--- config.mk ---
export PLATFORM = sky130hd
export DESIGN_NAME = cfg_serial_slave
export DESIGN_NICKNAME = d
export VERILOG_FILES = /design/src/rtl/cfgs_pkg.sv /design/src/rtl/cfgs_line_sync.sv /design/src/rtl/cfgs_regfile.sv /design/src/rtl/cfgs_link_fsm.sv /design/src/rtl/cfg_serial_slave.sv
export SDC_FILE = /design/constraint.sdc
export NUM_CORES = 1
export LEC_CHECK = 0
export BUFFER_PORTS_ARGS = -buffer_cell sky130_fd_sc_hd__buf_2
export CAP_MARGIN = 20
export CORE_MARGIN = 3
export CORE_UTILIZATION = 56
export DETAILED_ROUTE_END_ITERATION = 10
export HOLD_SLACK_MARGIN = 0.12
export PLACE_DENSITY = 0.89
export SYNTH_ARGS = -nofsm -noshare
export SYNTH_HDL_FRONTEND = slang
export SYNTH_SLANG_ARGS = --single-unit
export TNS_END_PERCENT = 1
--- constraint.sdc ---
create_clock -name clk -period 2.6 [get_ports clk]
set_input_delay 0.39 -clock clk [delete_from_list [all_inputs] [get_ports clk]]
set_output_delay 0.39 -clock clk [all_outputs]
set_load 0.05 [all_outputs]
--- src/rtl/cfgs_pkg.sv ---
package cfgs_pkg;
    timeunit 1ns;
    timeprecision 100ps;

    localparam int           BYTE_W     = 8;
    localparam logic [3:0]   DEV_PREFIX = 4'b1010;
    localparam logic [3:0]   BITS_DONE  = 4'd8;

    typedef enum logic [2:0] {
        ST_IDLE,
        ST_DEVADDR,
        ST_REGADDR,
        ST_WDATA,
        ST_RDATA,
        ST_ACK_OUT,
        ST_ACK_IN,
        ST_IGNORE
    } link_state_e;

    typedef struct packed {
        logic scl;
        logic sda;
        logic scl_rise;
        logic scl_fall;
        logic start;
        logic stop;
    } bus_evt_t;

    function automatic logic dev_match(input logic [BYTE_W-1:0] b,
                                       input logic [2:0]        strap);
        return b[BYTE_W-1:1] == {DEV_PREFIX, strap};
    endfunction

    function automatic logic is_read(input logic [BYTE_W-1:0] b);
        return b[0];
    endfunction
endpackage

--- src/rtl/cfgs_line_sync.sv ---
module cfgs_line_sync
    import cfgs_pkg::*;
#(
    parameter int STAGES = 2
) (
    input  logic     clk,
    input  logic     rst,
    input  logic     scl_i,
    input  logic     sda_i,
    output bus_evt_t evt
);
    timeunit 1ns;
    timeprecision 100ps;

    logic [STAGES-1:0] scl_q;
    logic [STAGES-1:0] sda_q;
    logic              scl_d;
    logic              sda_d;
    logic              scl_s;
    logic              sda_s;

    always_ff @(posedge clk) begin
        if (rst) begin
            scl_q <= '1;
            sda_q <= '1;
            scl_d <= 1'b1;
            sda_d <= 1'b1;
        end else begin
            scl_q[0] <= scl_i;
            sda_q[0] <= sda_i;
            for (int k = 1; k < STAGES; k++) begin
                scl_q[k] <= scl_q[k-1];
                sda_q[k] <= sda_q[k-1];
            end
            scl_d <= scl_s;
            sda_d <= sda_s;
        end
    end

    assign scl_s = scl_q[STAGES-1];
    assign sda_s = sda_q[STAGES-1];

    always_comb begin
        evt.scl      = scl_s;
        evt.sda      = sda_s;
        evt.scl_rise = scl_s & ~scl_d;
        evt.scl_fall = ~scl_s & scl_d;
        evt.start    = scl_s & scl_d & sda_d & ~sda_s;
        evt.stop     = scl_s & scl_d & ~sda_d & sda_s;
    end
endmodule

--- src/rtl/cfgs_regfile.sv ---
module cfgs_regfile
    import cfgs_pkg::*;
#(
    parameter int NREG = 16,
    parameter int PTRW = 4
) (
    input  logic                     clk,
    input  logic                     rst,
    input  logic                     we,
    input  logic [PTRW-1:0]          waddr,
    input  logic [BYTE_W-1:0]        wdata,
    input  logic [PTRW-1:0]          raddr,
    output logic [BYTE_W-1:0]        rdata,
    output logic [NREG*BYTE_W-1:0]   flat
);
    timeunit 1ns;
    timeprecision 100ps;

    logic [BYTE_W-1:0] mem [NREG];

    for (genvar g = 0; g < NREG; g++) begin : g_reg
        always_ff @(posedge clk) begin
            if (rst) begin
                mem[g] <= '0;
            end else if (we && waddr == PTRW'(g)) begin
                mem[g] <= wdata;
            end
        end
        assign flat[g*BYTE_W +: BYTE_W] = mem[g];
    end

    assign rdata = mem[raddr];
endmodule

--- src/rtl/cfgs_link_fsm.sv ---
module cfgs_link_fsm
    import cfgs_pkg::*;
#(
    parameter int PTRW = 4
) (
    input  logic               clk,
    input  logic               rst,
    input  bus_evt_t           evt,
    input  logic [2:0]         strap,
    input  logic [BYTE_W-1:0]  rdata,
    output logic               we,
    output logic [PTRW-1:0]    waddr,
    output logic [BYTE_W-1:0]  wdata,
    output logic [PTRW-1:0]    raddr,
    output logic               sda_pull,
    output link_state_e        state
);
    timeunit 1ns;
    timeprecision 100ps;

    link_state_e        after_ack;
    logic [3:0]         cnt;
    logic [BYTE_W-1:0]  shreg;
    logic [PTRW-1:0]    ptr;
    logic               master_ack;

    always_ff @(posedge clk) begin
        if (rst) begin
            state      <= ST_IDLE;
            after_ack  <= ST_IDLE;
            cnt        <= '0;
            shreg      <= '0;
            ptr        <= '0;
            master_ack <= 1'b0;
            sda_pull   <= 1'b0;
            we         <= 1'b0;
            waddr      <= '0;
            wdata      <= '0;
        end else begin
            we <= 1'b0;
            if (evt.start) begin
                state    <= ST_DEVADDR;
                cnt      <= '0;
                sda_pull <= 1'b0;
            end else if (evt.stop) begin
                state    <= ST_IDLE;
                cnt      <= '0;
                sda_pull <= 1'b0;
            end else begin
                unique case (state)
                    ST_DEVADDR, ST_REGADDR, ST_WDATA: begin
                        if (evt.scl_rise && cnt < BITS_DONE) begin
                            shreg <= {shreg[BYTE_W-2:0], evt.sda};
                            cnt   <= cnt + 4'd1;
                        end else if (evt.scl_fall && cnt == BITS_DONE) begin
                            cnt <= '0;
                            if (state == ST_DEVADDR) begin
                                if (dev_match(shreg, strap)) begin
                                    sda_pull  <= 1'b1;
                                    state     <= ST_ACK_OUT;
                                    after_ack <= is_read(shreg) ? ST_RDATA : ST_REGADDR;
                                end else begin
                                    state <= ST_IGNORE;
                                end
                            end else if (state == ST_REGADDR) begin
                                ptr       <= shreg[PTRW-1:0];
                                sda_pull  <= 1'b1;
                                state     <= ST_ACK_OUT;
                                after_ack <= ST_WDATA;
                            end else begin
                                we        <= 1'b1;
                                waddr     <= ptr;
                                wdata     <= shreg;
                                ptr       <= ptr + 1'b1;
                                sda_pull  <= 1'b1;
                                state     <= ST_ACK_OUT;
                                after_ack <= ST_WDATA;
                            end
                        end
                    end
                    ST_ACK_OUT: begin
                        if (evt.scl_fall) begin
                            state <= after_ack;
                            cnt   <= '0;
                            if (after_ack == ST_RDATA) begin
                                shreg    <= rdata;
                                sda_pull <= ~rdata[BYTE_W-1];
                            end else begin
                                sda_pull <= 1'b0;
                            end
                        end
                    end
                    ST_RDATA: begin
                        if (evt.scl_fall) begin
                            if (cnt == BITS_DONE - 4'd1) begin
                                sda_pull <= 1'b0;
                                state    <= ST_ACK_IN;
                                ptr      <= ptr + 1'b1;
                                cnt      <= '0;
                            end else begin
                                shreg    <= {shreg[BYTE_W-2:0], 1'b0};
                                sda_pull <= ~shreg[BYTE_W-2];
                                cnt      <= cnt + 4'd1;
                            end
                        end
                    end
                    ST_ACK_IN: begin
                        if (evt.scl_rise) begin
                            master_ack <= ~evt.sda;
                        end else if (evt.scl_fall) begin
                            if (master_ack) begin
                                shreg    <= rdata;
                                sda_pull <= ~rdata[BYTE_W-1];
                                state    <= ST_RDATA;
                                cnt      <= '0;
                            end else begin
                                state <= ST_IGNORE;
                            end
                        end
                    end
                    default: begin
                        sda_pull <= 1'b0;
                    end
                endcase
            end
        end
    end

    assign raddr = ptr;
endmodule

--- src/rtl/cfg_serial_slave.sv ---
module cfg_serial_slave
    import cfgs_pkg::*;
#(
    parameter int NREG        = 16,
    parameter int SYNC_STAGES = 2
) (
    input  logic                    clk,
    input  logic                    rst,
    input  logic                    scl_i,
    input  logic                    sda_i,
    input  logic [2:0]              strap_i,
    output logic                    sda_pull_o,
    output logic [NREG*BYTE_W-1:0]  regs_o
);
    timeunit 1ns;
    timeprecision 100ps;

    localparam int PTRW = (NREG > 1) ? $clog2(NREG) : 1;

    bus_evt_t           evt;
    logic               we;
    logic [PTRW-1:0]    waddr;
    logic [BYTE_W-1:0]  wdata;
    logic [PTRW-1:0]    raddr;
    logic [BYTE_W-1:0]  rdata;
    link_state_e        state;

    logic scl_s;
    logic start_ev;
    logic stop_ev;
    logic scl_fall_ev;

    cfgs_line_sync #(.STAGES(SYNC_STAGES)) u_sync (
        .clk   (clk),
        .rst   (rst),
        .scl_i (scl_i),
        .sda_i (sda_i),
        .evt   (evt)
    );

    cfgs_link_fsm #(.PTRW(PTRW)) u_fsm (
        .clk      (clk),
        .rst      (rst),
        .evt      (evt),
        .strap    (strap_i),
        .rdata    (rdata),
        .we       (we),
        .waddr    (waddr),
        .wdata    (wdata),
        .raddr    (raddr),
        .sda_pull (sda_pull_o),
        .state    (state)
    );

    cfgs_regfile #(.NREG(NREG), .PTRW(PTRW)) u_rf (
        .clk   (clk),
        .rst   (rst),
        .we    (we),
        .waddr (waddr),
        .wdata (wdata),
        .raddr (raddr),
        .rdata (rdata),
        .flat  (regs_o)
    );

    assign scl_s       = evt.scl;
    assign start_ev    = evt.start;
    assign stop_ev     = evt.stop;
    assign scl_fall_ev = evt.scl_fall;
endmodule

=== After elaboration in Yosys (flattened, before gate mapping) ===
Memory sizes are Yosys's and may differ from the RTL's. A register that Yosys moved wholly into a read port is not among the register bits.
Index checks and enable logic that the tools add are counted.

* Register bits after elaboration: 43
* Memory bits (writable): 128
* Output and inout bits: 129
* Memories: 1

* Eq/ne operators: 47
* Add/subtract/negate cells: 2
* Bitwise operators: 36
* Magnitude comparators: 1
* Mux-type cells: 122
* Reductions and logical operators: 34

{| class="wikitable"
|+ Memory list
! name !! depth !! bits a word !! read ports !! clocked after Yosys merged registers in !! write ports !! line !! text
|-
| u_rf.mem || 16 || 8 || 17 || 1 || 16 || cfgs_regfile.sv:19 || <nowiki>logic [BYTE_W-1:0] mem [NREG];</nowiki>
|}

{| class="wikitable"
|+ Operators by type and width
! operator !! count
|-
| two-way mux 8 bit || 24
|-
| two-way mux 1 bit || 64
|-
| two-way mux 4 bit || 16
|-
| equality test 4 bit, second input constant || 9
|-
| case mux 8 bit (4 select lines) || 1
|-
| AND reduction 8 bit || 4
|-
| two-way mux 3 bit || 10
|-
| equality test 4 x 3 -> 1 bit, second input constant || 5
|-
| != test 4 bit, second input constant || 5
|-
| logical AND 1 bit || 18
|-
| != test 2 bit, second input constant || 8
|-
| OR 1 bit || 16
|-
| case mux 4 bit (4 select lines) || 1
|-
| AND reduction 7 bit || 2
|-
| inverter 1 bit || 13
|-
| equality test 3 bit, second input constant || 4
|-
| case mux 3 bit (4 select lines) || 1
|-
| AND reduction 11 bit || 1
|-
| != test 2 x 1 -> 1 bit, second input constant || 5
|-
| adder 4 x 1 -> 4 bit, second input constant || 2
|-
| equality test 4 x 2 -> 1 bit, second input constant || 2
|-
| != test 4 x 3 -> 1 bit, second input constant || 2
|-
| case mux 4 bit (2 select lines) || 1
|-
| AND 1 bit || 7
|-
| 17 further kinds || 21
|}

=== Longest topological paths before layout ===
* Word-level depth: 8
* Mapped depth: 8
* Gate-level depth less buffers: 7

=== Modules after synthesis ===
A second synthesis with hierarchy kept.

* Cells, all modules: 626
* Area, all modules: 8,134.1 sq um

{| class="wikitable"
|+ Modules (own cells, without submodules)
! module !! area each (sq um) !! sequential area each (sq um) !! cells an instance !! times used
|-
| cfgs_regfile || 5,915.7 || 3,843.7 || 384 || 1
|-
| cfgs_link_fsm || 2,013.2 || 740.7 || 224 || 1
|-
| cfgs_line_sync || 205.2 || 120.1 || 18 || 1
|}

=== Worst setup path before layout ===
Ideal clock, no wire load.

* Kind: register -> register
* Start point: register u_fsm.we
* End point: memory u_rf.mem[0][0] (enable)
* Setup slack: 0.566 ns
* Data required time: 2.213 ns
* Cell stages (with the launch flop): 4
* Library setup time: 0.387 ns
* Buffers on the path: 1
* Arrival: 1.647 ns
* Cells stage by stage: dfxtp_1 -> or3b_2 -> clkbuf_1 -> o31ai_1

{| class="wikitable"
|+ RTL lines
! item !! line !! text
|-
| start, declared || cfgs_link_fsm.sv:11 || <nowiki>output logic we,</nowiki>
|-
| start signal, assigned || cfgs_link_fsm.sv:36 || <nowiki>we <= 1'b0;</nowiki>
|-
| start signal, assigned || cfgs_link_fsm.sv:40 || <nowiki>we <= 1'b0;</nowiki>
|-
| start signal, assigned || cfgs_link_fsm.sv:71 || <nowiki>we <= 1'b1;</nowiki>
|-
| end, declared || cfgs_regfile.sv:19 ||
|}

==> results.json <==
{
  "worstHoldStart": "scl_i",
  "pwr-share-comb_pct": 8.2,
  "cts.path.max_buffers": 2,
  "final_area_um2": 9569,
  "cp-end-kind": "flop",
  "grt_max_degree": 29,
  "intPower_mw": 4.673,
  "async_flop_share_pct": 0,
  "overflow": 0,
  "grtUsageMet2_pct": 45.37,
  "io_buffer_count": 135,
  "p_clk_share_pct": 40.9,
  "synth.avg_cell_area_um2": 12.77,
  "drtPass1Iterations": 7,
  "io_pins": 136,
  "hpwl_mm": 16.18,
  "max-slew-margin-rel_pct": 43.35,
  "reg2reg_slack_ns": 0.34,
  "grt_pass1_vias": 5905,
  "insertion_delay_ns": 0.43,
  "worstSetupPathType": "flop to flop",
  "cts_hold_buf": 0,
  "cts_tree": "built",
  "drt_wl_total_mm": 22.74,
  "die-area_um2": 15820,
  "drc_errors": 0,
  "syn-instance-count": 629,
  "crit_required_ns": 2.96,
  "n_antenna_cell": 0,
  "synth_edf_count": 128,
  "dieHeight_um": 125.8,
  "min_period_ns": 2.261,
  "synth_flop_cell": "edfxtp_1",
  "status": "finished, final reports clean",
  "min_to": "u_sync.scl_q[0]",
  "wl_per_cell_um": 23.56,
  "maxCapViolCount": 0,
  "min_path_type": "input pin to flop",
  "tightest_slew_ns": 0.8486,
  "grt-busiest-layer": "met2",
  "ff2ff_path_depth": 6,
  "cts_resized": 0,
  "met1_usage_pct": 40.40,
  "whs_path_depth": 2,
  "ir_drop_mv": 0.5794,
  "syn_nets": 639,
  "final_cell_mix": "buf_2 (135), and2_1 (130), edfxtp_1 (128)",
  "power_leakage_nw": 3.698,
  "grt_usage_pct": 29.39,
  "layout-drive-gt1-share_pct": 30.57,
  "place_area_um2": 8995,
  "synthesis.area_um2": 8035,
  "antenna_found_initial": 1,
  "cp_data_arrival_time_ns": 2.62,
  "drt_iter0_drc": 898,
  "switching_share_pct": 24.14,
  "clock-sinks": 175,
  "ys_types": 57,
  "ys_ff_latch": 175,
  "avgViaCountPerCell": 6.294,
  "met3_usage_pct": 6.870,
  "whs_ns": 0.1392,
  "fin_crit_sh_pct": 86.97,
  "root_buffer": "clkbuf_16",
  "rsz0062_at_grt": "false",
  "ys_seq_area_share_pct": 59.55,
  "finalSetupViolCount": 0,
  "ant_nets": 0,
  "core_area_um2": 13930,
  "grt_first_pass_wirelength_mm": 35.51,
  "final_util_pct": 68.67,
  "final_nets": 783,
  "setup_tns_ns": 0,
  "ys_top_cells_by_area": "edfxtp_1 (48%), dfxtp_1 (12%), and2_1 (10%)",
  "cts_setup_buffers": 0,
  "die_w_um": 125.8,
  "power.switching_mw": 1.487,
  "area_delta_synth_final_pct": 19.09,
  "start_kind": "flop",
  "htree_levels": 4,
  "seqPwrFrac_pct": 50.8,
  "layout_commonest_cell": "buf_2",
  "timing.rr.end": "u_fsm.sda_pull",
  "yosysTopAreaCellShare_pct": 47.84,
  "skew_ns": 0.006882,
  "clock.fmax_mhz": 442.2,
  "final_hold_viol_count": 0,
  "start_util_pct": 57.66,
  "via_count": 6074,
  "synth_top_area_cell": "edfxtp_1",
  "rows": 43,
  "numCtsBuffers": 17,
  "globalplace.congestion": 0.9591,
  "yosys_warnings": 0,
  "slew_violations": 0,
  "fin_ws_ns": 0.3388,
  "clk_pin_slew_ns": 0.06,
  "dp_slack_ns": 0.3635,
  "power_density_nw_per_um2": 643.8,
  "crit_fanout": 17
}
==> synth_stat cells, drive strengths merged, types with 6 or more instances <==
library cell    n
clkbuf         20
a22oi          12
a21oi          35
nor3b           6
mux4           32
o21ai          35
and2          130
nand2          14
nor2           43
nand2b          9
or2             7
inv             7
mux2i          14
buf            17
edfxtp        128
nor2b           6
dfxtp          47
nand3           6
==> logic make-up (layout without fill, tap and decap cells) <==
logic type               Yosys count  count (layout)  synth area share, %
flip-flops                       175             175                59.55
buffers and inverters             44             200                2.289
adder cells (fa/ha/maj)            3               3               0.4672
multiplexers                      47              47                10.85
AO/OA/AOI/OAI                    111             111                8.533
AND/OR/NAND/NOR                  244             244                17.77
XOR/XNOR                           5               5               0.5450
==> sequential cells by signal (all words and copies together), names as in the netlist, 2 cells and up, named ones only <==
register and count:
u_rf.mem 128, u_fsm.shreg 8, u_fsm.wdata 8, u_fsm.cnt 4, u_fsm.raddr 4, u_fsm.waddr 4, u_fsm.after_ack 3, u_fsm.state 3
u_sync.scl_q 2, u_sync.sda_q 2
==> power groups by stage <==
stage | combinational [mW] | clock, mW | sequential, mW
global placement | 0.498 | 0 | 3.18
finish | 0.508 | 2.52 | 3.13
CTS | 0.507 | 2.52 | 3.13
detailed placement | 0.503 | 0 | 3.19
floorplan | 0.128 | 0 | 3.40
global route | 0.528 | 2.67 | 3.14
==> critical path: stages, from the launching register on <==
cell and delay [ns]:
dfxtp_1 0.54, buf_4 0.36, mux4_2 0.37, mux4_2 0.50, nor3b_2 0.17, nor4b_1 0.09
nor3_2 0.15
==> layout make-up <==
cell class | instances | area, um2
inverters | 7 | 26.28
multi-input cells | 410 | 3067
fillers | 937 | 4365
clock inverters | 14 | 148.9
well taps | 180 | 225.2
flip-flops and latches | 175 | 4786
repair buffers | 162 | 890.9
clock buffers | 17 | 425.4
==> how the worst max path moves through the flow <==
stage                     cells after the start      startpoint             end
after global routing                          5  u_fsm.state[2]  u_fsm.raddr[2]
after floorplan                               3        u_fsm.we  u_rf.mem[0][0]
after CTS                                     5            flop  u_fsm.sda_pull
after detailed placement                      5            flop  u_fsm.sda_pull
after global placement                        5            flop  u_fsm.sda_pull
final                                         6            flop  u_fsm.sda_pull
==> per-stage QoR <==
| step | total power [mW] | std cells |
|---|---|---|
| 2_1_floorplan | 3.532 | 629 |
| 3_3_place_gp | 3.681 | 934 |
| 3_5_place_dp | 3.690 | 934 |
| 4_1_cts | 6.155 | 965 |
| 5_1_grt | 6.332 | 965 |
| 6_report | 6.161 | 965 |
==> routing by layer <==
layer,up-vias,part of all wire [%]
met3,75,11
met5,-,0.088
li1,2607,-
met4,2,3.9
met1,2925,38
met2,465,47
No activity file was read; power rests on OpenSTA's default activity.
